**src/rtl/rail_phase_pkg.sv**
```systemverilog
package rail_phase_pkg;

  localparam int MAX_LANES = 16;

  // index of the lowest set bit among the first n bits, or n when none is set
  function automatic int first_high(input logic [MAX_LANES-1:0] held, input int n);
    int pos;
    pos = n;
    for (int i = n - 1; i >= 0; i--) begin
      if (held[i]) pos = i;
    end
    return pos;
  endfunction

  // k ones packed from bit 0
  function automatic logic [MAX_LANES-1:0] low_ones(input int k);
    logic [MAX_LANES-1:0] m;
    m = '0;
    for (int i = 0; i < MAX_LANES; i++) begin
      if (i < k) m[i] = 1'b1;
    end
    return m;
  endfunction

endpackage

```
**src/rtl/phase_window_timer.sv**
```systemverilog
module phase_window_timer #(
  parameter int WINDOW_TICKS = 1500,
  localparam int CW = $clog2(WINDOW_TICKS + 1)
) (
  input  logic clk,
  input  logic rst_n,
  input  logic start,
  input  logic tick,
  output logic busy,
  output logic window_end
);
  logic [CW-1:0] tick_cnt;

  assign window_end = busy && !start && tick && (tick_cnt == CW'(WINDOW_TICKS - 1));

  always_ff @(posedge clk or negedge rst_n) begin
    if (!rst_n) begin
      busy     <= 1'b0;
      tick_cnt <= '0;
    end else if (start) begin
      busy     <= 1'b1;
      tick_cnt <= '0;
    end else if (window_end) begin
      busy     <= 1'b0;
      tick_cnt <= '0;
    end else if (busy && tick) begin
      tick_cnt <= tick_cnt + 1'b1;
    end
  end

  // the tick count never reaches the window length while busy
  p_cnt_bound_r2: assert property (@(posedge clk) disable iff (!rst_n)
    busy |-> (tick_cnt < CW'(WINDOW_TICKS)));

  // the window closes after its final tick
  p_end_closes_r2: assert property (@(posedge clk) disable iff (!rst_n)
    window_end |=> !busy);

endmodule

```
**src/rtl/phase_flag_tracker.sv**
```systemverilog
module phase_flag_tracker #(
  parameter int LANES = 8
) (
  input  logic             clk,
  input  logic             rst_n,
  input  logic             start,
  input  logic             busy,
  input  logic [LANES-1:0] flags,
  output logic [LANES-1:0] held_now
);
  logic [LANES-1:0] held;

  // includes the sample taken in the current cycle
  assign held_now = held & flags;

  always_ff @(posedge clk or negedge rst_n) begin
    if (!rst_n)     held <= '0;
    else if (start) held <= '1;
    else if (busy)  held <= held_now;
  end

  // once a lane has been seen low inside a window it never comes back
  p_held_monotone_r6: assert property (@(posedge clk) disable iff (!rst_n)
    (busy && !start) |=> ((held & ~$past(held)) == '0));

endmodule

```
**src/rtl/phase_result_latch.sv**
```systemverilog
module phase_result_latch
  import rail_phase_pkg::*;
#(
  parameter int MAIN_PHASES = 6,
  parameter int AUX_PHASES  = 2,
  parameter int MIN_MAIN    = 2,
  localparam int MCW = $clog2(MAIN_PHASES + 1),
  localparam int ACW = $clog2(AUX_PHASES + 1),
  localparam int LANES = MAIN_PHASES + AUX_PHASES
) (
  input  logic             clk,
  input  logic             rst_n,
  input  logic             start,
  input  logic             window_end,
  input  logic [LANES-1:0] held_now,
  output logic [MCW-1:0]   main_cnt,
  output logic [ACW-1:0]   aux_cnt,
  output logic [LANES-1:0] phase_en,
  output logic             cfg_err,
  output logic             done
);
  int                     main_pos;
  int                     aux_pos;
  logic [MAIN_PHASES-1:0] main_mask;
  logic [AUX_PHASES-1:0]  aux_mask;

  always_comb begin
    main_pos  = first_high(MAX_LANES'(held_now[MAIN_PHASES-1:0]), MAIN_PHASES);
    aux_pos   = first_high(MAX_LANES'(held_now[LANES-1:MAIN_PHASES]), AUX_PHASES);
    main_mask = MAIN_PHASES'(low_ones(main_pos));
    aux_mask  = AUX_PHASES'(low_ones(aux_pos));
  end

  always_ff @(posedge clk or negedge rst_n) begin
    if (!rst_n) begin
      main_cnt <= '0;
      aux_cnt  <= '0;
      phase_en <= '0;
      cfg_err  <= 1'b0;
      done     <= 1'b0;
    end else if (start) begin
      main_cnt <= '0;
      aux_cnt  <= '0;
      phase_en <= '0;
      cfg_err  <= 1'b0;
      done     <= 1'b0;
    end else if (window_end) begin
      main_cnt <= MCW'(main_pos);
      aux_cnt  <= ACW'(aux_pos);
      phase_en <= {aux_mask, main_mask};
      cfg_err  <= (main_pos < MIN_MAIN);
      done     <= 1'b1;
    end
  end

  // results hold until the next start
  p_done_hold_r9: assert property (@(posedge clk) disable iff (!rst_n)
    (done && !start) |=> (done && $stable(main_cnt) && $stable(aux_cnt) && $stable(phase_en)));

  // a start strobe clears done
  p_start_clears_r2: assert property (@(posedge clk) disable iff (!rst_n)
    start |=> !done);

  // auxiliary count in range
  p_aux_range_r5: assert property (@(posedge clk) disable iff (!rst_n)
    aux_cnt <= ACW'(AUX_PHASES));

endmodule

```
**src/rtl/rail_phase_probe.sv**
```systemverilog
module rail_phase_probe #(
  parameter int MAIN_PHASES  = 6,
  parameter int AUX_PHASES   = 2,
  parameter int MIN_MAIN     = 2,
  parameter int WINDOW_TICKS = 1500,
  localparam int MCW = $clog2(MAIN_PHASES + 1),
  localparam int ACW = $clog2(AUX_PHASES + 1),
  localparam int LANES = MAIN_PHASES + AUX_PHASES
) (
  input  logic                   clk,
  input  logic                   rst_n,
  input  logic                   start_i,
  input  logic                   tick_us_i,
  input  logic [MAIN_PHASES-1:0] main_sense_i,
  input  logic [AUX_PHASES-1:0]  aux_sense_i,
  output logic [MCW-1:0]         main_count_o,
  output logic [ACW-1:0]         aux_count_o,
  output logic [LANES-1:0]       phase_en_o,
  output logic                   cfg_err_o,
  output logic                   done_o
);
  logic             win_busy;
  logic             win_end;
  logic [LANES-1:0] held_now;

  phase_window_timer #(.WINDOW_TICKS(WINDOW_TICKS)) u_timer (
    .clk(clk), .rst_n(rst_n), .start(start_i), .tick(tick_us_i),
    .busy(win_busy), .window_end(win_end)
  );

  phase_flag_tracker #(.LANES(LANES)) u_track (
    .clk(clk), .rst_n(rst_n), .start(start_i), .busy(win_busy),
    .flags({aux_sense_i, main_sense_i}), .held_now(held_now)
  );

  phase_result_latch #(
    .MAIN_PHASES(MAIN_PHASES), .AUX_PHASES(AUX_PHASES), .MIN_MAIN(MIN_MAIN)
  ) u_result (
    .clk(clk), .rst_n(rst_n), .start(start_i), .window_end(win_end),
    .held_now(held_now), .main_cnt(main_count_o), .aux_cnt(aux_count_o),
    .phase_en(phase_en_o), .cfg_err(cfg_err_o), .done(done_o)
  );

  // the main mask population matches the reported main count
  p_mask_main_r7: assert property (@(posedge clk) disable iff (!rst_n)
    done_o |-> ($countones(phase_en_o[MAIN_PHASES-1:0]) == int'(main_count_o)));

  // the auxiliary mask population matches the reported auxiliary count
  p_mask_aux_r7: assert property (@(posedge clk) disable iff (!rst_n)
    done_o |-> ($countones(phase_en_o[LANES-1:MAIN_PHASES]) == int'(aux_count_o)));

  // error output agrees with the reported count
  p_err_min_r8: assert property (@(posedge clk) disable iff (!rst_n)
    done_o |-> (cfg_err_o == (int'(main_count_o) < MIN_MAIN)));

  // done only rises at the close of a window
  p_done_rise_r2: assert property (@(posedge clk) disable iff (!rst_n)
    $rose(done_o) |-> $past(win_end));

endmodule

```
**config.mk**
```make
export PLATFORM = sky130hd
export DESIGN_NAME = rail_phase_probe
export DESIGN_NICKNAME = d
export VERILOG_FILES = /design/src/rtl/rail_phase_pkg.sv /design/src/rtl/phase_window_timer.sv /design/src/rtl/phase_flag_tracker.sv /design/src/rtl/phase_result_latch.sv /design/src/rtl/rail_phase_probe.sv
export SDC_FILE = /design/constraint.sdc
export NUM_CORES = 1
export LEC_CHECK = 0
export BUFFER_PORTS_ARGS = -buffer_cell sky130_fd_sc_hd__clkbuf_2
export CORE_MARGIN = 3
export CORE_UTILIZATION = 30
export DETAILED_ROUTE_END_ITERATION = 16
export GPL_TIMING_DRIVEN = 0
export HOLD_SLACK_MARGIN = 0.08
export SYNTH_ARGS = -nofsm -noshare
export SYNTH_HDL_FRONTEND = slang
export SYNTH_SLANG_ARGS = --single-unit
```
**constraint.sdc**
```tcl
create_clock -name clk -period 2.9 [get_ports clk]
set_input_delay 0.58 -clock clk [delete_from_list [all_inputs] [get_ports clk]]
set_output_delay 0.58 -clock clk [all_outputs]
set_load 0.005 [all_outputs]
```
==> results_dict.tcl <==
set metrics [dict create \
    antenna_found_initial 0 \
    cts_made_buffers 5 \
    path_clk_slew_ns 0.07 \
    hold_viol 0 \
    timing.hold.ws_ns 0.384 \
    start_util_pct 32.0 \
    switchingPower_w 0.000209 \
    layout.nets 197 \
    ir_worst_vdd_mv 0.394 \
    synth_top_area_cell "dfrtp_1" \
    fp.dieH_um 78.2 \
    slew_violations 0 \
    cellLeakagePower_nw 0.868 \
    drtIter0Drc 109 \
    cts_setup_buffers 0 \
    worst_ep_arrival_time_ns 2.31 \
    synth.distinct_cells 35 \
    setup_viol_count_final 0 \
    h-tree-depth 2 \
    cts.sink_count 33 \
    start_kind "flip-flop" \
    yosysSeqAreaShare_pct 52.8 \
    hold_class "input port to async pin" \
    rrSetupSlack_ns 0.76 \
    finalCritPeriodShare_pct 73.9 \
    critPathMaxStageDelay_ns 0.57 \
    combPwrFrac_pct 7.4 \
    drtAntennaViolNets 0 \
    synth_area_mm2 0.00156 \
    die_area_mm2 0.00611 \
    utilization_pct 38.1 \
    seqCellArea_um2 826 \
    cp_cell_sequence "or4_4 > nor4_4 > nor2_1 > a22o_1" \
    ys_top_cells_by_area "dfrtp_1, nand2_1, xnor2_1, a21o_1, nand2b_1" \
    p_int_w 0.000662 \
    core-area_mm2 0.00488 \
    hold_buffers 0 \
    outcome "complete, no violations" \
    cts_resized 0 \
    path_class "flip-flop to flip-flop" \
    routedWlPerCell_um 12.5 \
    grt_overflow_total 0 \
    setup_ws_ns 0.756 \
    grt_first_pass_wirelength_mm 5.53 \
    cts_root_buffer "clkbuf_8" \
    gp_congestion 0.770 \
    dp_slack_ns 0.521 \
    seqPwrFrac_pct 54.7 \
    drt_wl_total_mm 3.15 \
    synth-async-reset-ratio_pct 100 \
    power_w 0.000871 \
    hpwl_mm 2.25 \
    min_period_ns 2.14 \
    viasPerCell 4.58 \
    io_buffers 26 \
    finalClockSkew_ns 0.00409 \
    drt_first_pass_iters 4 \
    die_x_um 78.2 \
    relSlewSlack_pct 45.6 \
    postSynthCellCount 151 \
    fillers 508 \
    fmax_mhz 467 \
    grt_pass1_vias 1206 \
    cp.required_ns 3.07 \
    io_pins 27 \
    setup_tns_ns 0 \
    multi_input_area_um2 664 \
    ys_ff_latch 33 \
    clock_power_share_pct 37.9 \
    power_density_mw_per_mm2 469 \
    cap_violations 0 \
    grt_setup_unrepaired "no" \
    dominantRegCellSynth "dfrtp_1" \
    num_antenna_cells 0 \
    syn_area_per_cell_um2 10.3 \
    grt_max_degree 34 \
    path_max_fanout 9 \
    swShare_pct 24.0 \
    syn-num-nets 164 \
    grt_usage_pct 11.4 \
    clock_path_buffers 2 \
    final_layout_size_suffix_gt1_share_pct 25.4 \
    cp_slowest_cell "or4_4" \
    yosys_warnings 0 \
    core.rowCount 25 \
    cts_tree "yes" \
    yosysTopAreaCellShare_pct 52.8 \
    insertion_delay_ns 0.28 \
    vias 1154 \
    cp-end-kind "flip-flop" \
    area_growth_pct 19.0 \
    drc_errors 0 \
    tightest_slew_ns 0.816 \
    synth_enable_flop_cells 0 \
]
-- cell families after synthesis --
kind of cell / synth area share [%]
flip-flops: 52.8
multiplexers: 0.641
XOR/XNOR: 4.48
adder cells (fa/ha/maj): 0.801
buffers and inverters: 4.64
AO/OA/AOI/OAI: 11.9
AND/OR/NAND/NOR: 24.7
-- state kept, by name, summed over array words and instances, names as in the netlist --
register           cells
u_timer.tick_cnt      11
u_result.done          1
u_result.phase_en      8
u_result.cfg_err       1
u_result.main_cnt      2
u_timer.busy           1
u_track.held           8
u_result.aux_cnt       1
-- worst max-delay path, delay by kind of cell, from the launching register on --
| kind | cells | cell delay (ns) |
|---|---|---|
| compound gates | 1 | 0.28 |
| flops | 1 | 0.42 |
| simple gates | 3 | 1.32 |
-- final timing paths --
path | from | to | depth (start not counted)
worst max-delay path | u_timer.tick_cnt[2] | u_result.main_cnt[1] | 4
worst min-delay path | rst_n | u_result.phase_en[1] | 1
worst max register to register | u_timer.tick_cnt[2] | u_result.main_cnt[1] | 4
worst min register to register | u_track.held[1] | u_track.held[1] | 1
max in group asynchronous | rst_n | u_result.main_cnt[0] | 1
min in group clk | u_track.held[1] | u_track.held[1] | 1
-- power groups by stage --
stage               Sequential, W  Combinational (W)  Clock [W]
global route             0.000478          0.0000733   0.000358
global placement         0.000485          0.0000653          0
CTS                      0.000477          0.0000664   0.000340
detailed placement       0.000485          0.0000663          0
finish                   0.000477          0.0000644   0.000330
floorplan                0.000484          0.0000387          0
-- cells in the final DEF, fill, tap and decap left out, types with 5 or more instances in the layout --
master    synthesis  routed
a21o_1            8       8
a21oi_1           7       7
clkbuf_2          0      26
clkbuf_8          0       5
dfrtp_1          33      33
nand2_1          18      18
nand2b_1          8       8
nand3_1           9       9
nor2_1           10      10
o21ai_0           6       6
xnor2_1           7       7
-- per-layer routing --
layer / track usage [%] / up-vias / share of wire [%]
met5: 0 / - / 0
met4: 4.72 / 0 / 1.3
met3: 3.44 / 4 / 5.2
met2: 17.6 / 27 / 46
met1: 15.0 / 542 / 48
li1: - / 581 / -
-- through the flow --
step,instances,area [um2]
floorplan,151,1560
global placement,244,1780
detailed placement,244,1780
CTS,252,1860
global route,252,1860
finish,252,1860
-- layout make-up --
cell class / instances / area share (%)
buffer: 7 / 3.10
clock buffer: 6 / 3.90
clock inverter: 2 / 0.538
inverter: 4 / 0.808
multi-input combinational: 107 / 35.7
sequential: 33 / 44.4
tap: 67 / 4.51
timing repair buffer: 26 / 7.00
-- cells in the mapped netlist (3+ instances only) --
| cell | instances |
|---|---|
| dfrtp_1 | 33 |
| nand2_1 | 18 |
| nor2_1 | 10 |
| nand3_1 | 9 |
| a21o_1 | 8 |
| nand2b_1 | 8 |
| a21oi_1 | 7 |
| xnor2_1 | 7 |
| o21ai_0 | 6 |
| inv_1 | 4 |
| nor2_2 | 4 |
| and2_1 | 3 |
| clkbuf_1 | 3 |
| nand3b_1 | 3 |
| nor4_1 | 3 |
No activity file was read; power rests on OpenSTA's default activity.
